File: src/rtl/pcc_pkg.sv
package pcc_pkg;

  // Number of populated even/odd pairs for a density in megabytes.
  function automatic int pairs_for(input int density_mb);
    case (density_mb)
      2:       return 1;
      4:       return 2;
      default: return 4;
    endcase
  endfunction

  // Position of the lowest pair-select bit within addr_hi (bit 0 = A21).
  // Larger parts double the span of each pair, pushing the select up.
  function automatic int pair_offset(input int density_mb);
    return (density_mb == 16) ? 1 : 0;
  endfunction

  // Decoded access intent from the host strobes.
  typedef struct packed {
    logic rd;
    logic wr;
  } access_t;

endpackage

File: src/rtl/pcc_access_decode.sv
module pcc_access_decode
  import pcc_pkg::*;
(
  input  logic    rst,
  input  logic    byte_en_lo_n,
  input  logic    byte_en_hi_n,
  input  logic    rd_n,
  input  logic    wr_n,
  input  logic    attr_sel_n,
  output logic    flash_lo_act,
  output logic    flash_hi_act,
  output logic    attr_act,
  output access_t acc,
  output logic    lane_lo,
  output logic    lane_hi
);

  logic live;
  logic any_dev;

  always_comb begin
    live         = ~rst;
    // A read needs the write strobe idle and vice versa.
    acc.rd       = ~rd_n & wr_n;
    acc.wr       = ~wr_n & rd_n;
    // Common space: each byte enable owns its device.
    flash_lo_act = live & attr_sel_n & ~byte_en_lo_n;
    flash_hi_act = live & attr_sel_n & ~byte_en_hi_n;
    // Attribute space holds only even bytes.
    attr_act     = live & ~attr_sel_n & ~byte_en_lo_n;
    any_dev      = flash_lo_act | flash_hi_act | attr_act;
    // Lanes are never crossed: low lane only from the low enable.
    lane_lo      = acc.rd & (flash_lo_act | attr_act);
    lane_hi      = acc.rd & flash_hi_act;
    if (!any_dev) begin
      acc.rd = 1'b0;
      acc.wr = 1'b0;
    end
  end

endmodule

File: src/rtl/pcc_pair_select.sv
module pcc_pair_select
  import pcc_pkg::*;
#(
  parameter int DENSITY_MB = 8,
  parameter int MAX_PAIRS  = 4,
  parameter int ADDR_HI_W  = 3
) (
  input  logic [ADDR_HI_W-1:0]   addr_hi,
  input  logic                   lo_act,
  input  logic                   hi_act,
  output logic [2*MAX_PAIRS-1:0] ce_n
);

  localparam int PAIRS    = pairs_for(DENSITY_MB);
  localparam int OFS      = pair_offset(DENSITY_MB);
  localparam int SEL_MASK = PAIRS - 1;

  logic [ADDR_HI_W-1:0] shifted;
  logic [ADDR_HI_W-1:0] pair_idx;

  // Bits above the density's top address drop out through the mask.
  always_comb begin
    shifted  = addr_hi >> OFS;
    pair_idx = shifted & ADDR_HI_W'(SEL_MASK);
  end

  for (genvar p = 0; p < MAX_PAIRS; p++) begin : g_pair
    if (p < PAIRS) begin : g_pop
      logic hit;
      always_comb begin
        hit             = (pair_idx == ADDR_HI_W'(p));
        ce_n[2*p]       = ~(hit & lo_act);
        ce_n[2*p+1]     = ~(hit & hi_act);
      end
    end else begin : g_empty
      always_comb begin
        ce_n[2*p]   = 1'b1;
        ce_n[2*p+1] = 1'b1;
      end
    end
  end

endmodule

File: src/rtl/pcc_ready_merge.sv
module pcc_ready_merge #(
  parameter int NUM_DEV = 8
) (
  input  logic [NUM_DEV-1:0] dev_ready,
  output logic               all_ready
);

  always_comb all_ready = &dev_ready;

endmodule

File: src/rtl/pcc_mem_decoder.sv
module pcc_mem_decoder
  import pcc_pkg::*;
#(
  parameter int DENSITY_MB = 8,
  parameter int MAX_PAIRS  = 4,
  parameter int ADDR_HI_W  = 3
) (
  input  logic                   rst,
  input  logic                   byte_en_lo_n,
  input  logic                   byte_en_hi_n,
  input  logic                   rd_n,
  input  logic                   wr_n,
  input  logic                   attr_sel_n,
  input  logic [ADDR_HI_W-1:0]   addr_hi,
  input  logic [2*MAX_PAIRS-1:0] dev_ready,
  output logic [2*MAX_PAIRS-1:0] flash_ce_n,
  output logic                   attr_ce_n,
  output logic                   mem_oe_n,
  output logic                   mem_we_n,
  output logic                   mem_pwr_dn_n,
  output logic                   lane_lo_drv,
  output logic                   lane_hi_drv,
  output logic                   card_ready,
  output logic                   wait_n,
  output logic                   wr_protect,
  output logic                   batt_ok1,
  output logic                   batt_ok2
);

  localparam int NUM_DEV = 2 * MAX_PAIRS;

  logic    flash_lo_act;
  logic    flash_hi_act;
  logic    attr_act;
  access_t acc;
  logic    lane_lo;
  logic    lane_hi;

  pcc_access_decode u_access (
    .rst          (rst),
    .byte_en_lo_n (byte_en_lo_n),
    .byte_en_hi_n (byte_en_hi_n),
    .rd_n         (rd_n),
    .wr_n         (wr_n),
    .attr_sel_n   (attr_sel_n),
    .flash_lo_act (flash_lo_act),
    .flash_hi_act (flash_hi_act),
    .attr_act     (attr_act),
    .acc          (acc),
    .lane_lo      (lane_lo),
    .lane_hi      (lane_hi)
  );

  pcc_pair_select #(
    .DENSITY_MB (DENSITY_MB),
    .MAX_PAIRS  (MAX_PAIRS),
    .ADDR_HI_W  (ADDR_HI_W)
  ) u_pairs (
    .addr_hi (addr_hi),
    .lo_act  (flash_lo_act),
    .hi_act  (flash_hi_act),
    .ce_n    (flash_ce_n)
  );

  pcc_ready_merge #(
    .NUM_DEV (NUM_DEV)
  ) u_ready (
    .dev_ready (dev_ready),
    .all_ready (card_ready)
  );

  always_comb begin
    attr_ce_n    = ~attr_act;
    mem_oe_n     = ~acc.rd;
    mem_we_n     = ~acc.wr;
    mem_pwr_dn_n = ~rst;
    lane_lo_drv  = lane_lo;
    lane_hi_drv  = lane_hi;
    wait_n       = 1'b1;
    wr_protect   = 1'b0;
    batt_ok1     = 1'b1;
    batt_ok2     = 1'b1;
  end

  // Split enables by byte side for the checks below.
  logic [MAX_PAIRS-1:0] even_on;
  logic [MAX_PAIRS-1:0] odd_on;
  for (genvar p = 0; p < MAX_PAIRS; p++) begin : g_side
    always_comb begin
      even_on[p] = ~flash_ce_n[2*p];
      odd_on[p]  = ~flash_ce_n[2*p+1];
    end
  end

  always_comb begin
    if (byte_en_lo_n && byte_en_hi_n)
      p_standby_quiet_r1: assert (&flash_ce_n && attr_ce_n && !lane_lo_drv && !lane_hi_drv)
        else $error("standby left a device or lane active");
    p_one_pair_r2: assert ($onehot0(even_on) && $onehot0(odd_on))
      else $error("more than one pair enabled");
    p_lane_side_r2: assert (!lane_hi_drv || $countones(odd_on) == 1)
      else $error("high lane driven without odd device");
    p_strobe_excl_r3: assert (mem_oe_n || mem_we_n)
      else $error("read and write strobes both active");
    if (!attr_sel_n)
      p_attr_no_flash_r4: assert (&flash_ce_n && !lane_hi_drv)
        else $error("flash or high lane active in attribute space");
    if (card_ready)
      p_ready_all_r7: assert (&dev_ready)
        else $error("ready while a device is busy");
    if (rst)
      p_reset_idle_r9: assert (&flash_ce_n && attr_ce_n && mem_oe_n && mem_we_n && !mem_pwr_dn_n)
        else $error("activity during reset");
  end

endmodule

File: config.mk
export PLATFORM = sky130hd
export DESIGN_NAME = pcc_mem_decoder
export DESIGN_NICKNAME = d
export VERILOG_FILES = /design/src/rtl/pcc_pkg.sv /design/src/rtl/pcc_access_decode.sv /design/src/rtl/pcc_pair_select.sv /design/src/rtl/pcc_ready_merge.sv /design/src/rtl/pcc_mem_decoder.sv
export SDC_FILE = /design/constraint.sdc
export NUM_CORES = 1
export LEC_CHECK = 0
export BUFFER_PORTS_ARGS = -buffer_cell sky130_fd_sc_hd__buf_2
export CORE_AREA = 5 5 42 44
export DETAILED_ROUTE_END_ITERATION = 10
export DIE_AREA = 0 0 47 49
export SYNTH_ARGS = -nofsm -noshare
export SYNTH_HDL_FRONTEND = slang
export SYNTH_SLANG_ARGS = --single-unit
File: constraint.sdc
create_clock -name vclk -period 2.5
set_clock_uncertainty 0.2 [all_clocks]
set_input_delay 0.375 -clock vclk [all_inputs]
set_output_delay 0.375 -clock vclk [all_outputs]
set_load 0.01 [all_outputs]
==> out/metrics.yaml <==
cp-start-kind: "primary input"
multi_input_area_sq_um: 161.4
coreArea_sq_um: 1401
netlist_area_sq_um: 196.4
dpl.hpwl_um: 636.7
n_fill_cell: 162
fin_nets: 79
synth_cell_types: 16
min_period_over_period: 0.6921
tns_ps: 0
p_switching_uw: 21.54
syn2layout_area_growth_pct: 75.16
grt_busiest_layer: "met2"
final_common_cell: "buf_2"
cts_hold_buffers: 0
die-area_sq_um: 2303
setup_violations: 0
grt_max_degree: 9
drcViolationCount: 0
min_path_type: "primary input to output pin"
synth.avg_cell_area_sq_um: 6.139
drive_above_1_share: 0.5667
seqCellArea_sq_um: 0
wl_um: 707
synth_xor_area_frac: 0
drt_pass1_iterations: 2
cellPowerDensity_nw_per_um2: 117.2
wire_per_inst_um: 9.303
finalHoldViolations: 0
grt_pass1_vias: 226
crit_fanout: 3
synth_top_area_cell: "buf_4"
start_util: 0.1402
slew_viol_final: 0
drt_iter0_markers: 3
arrival_ps: 1160
vias: 306
nClkBuffers: 0
row_count: 14
synth_top_family_by_area: "simple AND/OR/NAND/NOR gates"
clockPowerShare: 0
cts_resized: 0
seq_cells: 0
synth_compound_area_frac: 0.1019
final_area_sq_um: 344.1
power_leakage_uw: 0.0001669
power_frac_seq: 0
layout_common_cells: "31 x buf_2, 6 x nand2_1, 4 x conb_1"
netlist.area_leader.share: 0.1529
antenna_found_initial: 0
io_pins: 36
yosysWarnings: 0
cap_violations: 0
netlist_top_cells_area: "buf_4 15%, nor3b_2 13%, nand2_1 11%"
holdCritStartpoint: "wr_n"
place_area_sq_um: 344.1
dieHeight_um: 49
synth_seq_area_share: 0
period_minus_slack_ps: 1730
synth_adder_area_share: 0
die_w_um: 47
min_to: "mem_we_n"
antenna_cells: 0
min_path_cells: 3
drtAntennaViolNets: 0
gr-usage-met2: 0.08597
post_cts_buffers: 0
status: "finished clean"
rsz0062_at_grt: "false"
synth_mux_area_frac: 0
synthSimpleGateAreaFrac: 0.6433
sw_frac_of_total: 0.5340
grtUsageMet3: 0.007380
grt_overflow: 0
path_class: "primary input to output pin"
gp_congestion: 0.6122
syn_inst: 32
crit_required_ps: 1920
p_comb_frac: 1.000
cp-end-kind: "output pin"
use_met1: 0.05217
intPower_uw: 18.80
vias_per_cell: 4.026
fmax_ghz: 0.5780
portBuffers: 31
grt_usage: 0.04491
ir_drop_v: 0.00002526
grt_pass1_wl_um: 869
==> synthesized netlist by cell type (all sizes together) <==
master,count
or3,1
nor2b,2
nor3,2
conb,2
nand2,6
a211o,1
nand2b,2
nor2,2
nor3b,2
buf,4
clkbuf,1
inv,2
a2111o,1
nand4,2
nand3,2
==> layout make-up <==
type | instances | share of cell area
Timing Repair Buffer | 31 | 0.4509
Tap cell | 16 | 0.05818
Multi-Input combinational cell | 27 | 0.4691
Inverter | 2 | 0.02182
==> power by group through the flow <==
stage | clock [uW] | combinational (uW) | sequential, uW
after floorplan | 0 | 23.5 | 0
after global placement | 0 | 39.9 | 0
after detailed placement | 0 | 40.6 | 0
after CTS | 0 | 40.8 | 0
after global routing | 0 | 44.2 | 0
final | 0 | 40.3 | 0
==> critical path, cell delays in order <==
cell and delay (ps):
buf_2 110, nand2b_4 140, a2111o_1 390, buf_2 140
==> metrics by stage <==
step | std cells | utilization | power (uW) | hold slack, ps | worst slack [ps]
3_3_place_gp | 76 | 0.2455 | 39.86 | 832.6 | 768.0
4_1_cts | 76 | 0.2455 | 40.78 | 835.5 | 764.0
5_1_grt | 76 | 0.2455 | 44.22 | 844.5 | 750.4
3_5_place_dp | 76 | 0.2455 | 40.63 | 833.2 | 769.7
2_1_floorplan | 34 | - | 23.51 | 604.4 | 977.3
6_report | 76 | 0.2455 | 40.34 | 829.6 | 769.8
==> worst max path at each step <==
stage / depth (start not counted) / end / from
2_1_floorplan: 2 / mem_we_n / rst
3_3_place_gp: 4 / mem_we_n / byte_en_hi_n
3_5_place_dp: 4 / mem_we_n / byte_en_hi_n
4_1_cts: 4 / mem_we_n / byte_en_hi_n
5_1_grt: 4 / mem_we_n / byte_en_hi_n
6_report: 4 / mem_we_n / byte_en_hi_n
==> cells by family (layout without fill, tap and decap cells) <==
family	count (synthesis)	in the layout
simple gates	21	21
buf+inv	7	33
compound gates	2	2
other cells	2	4
==> layer usage <==
metal	vias up	routed length [um]
met5	-	0
met3	0	170
li1	155	-
met2	25	290
met1	126	246
met4	0	0
Power figures use the tool's default switching activity.
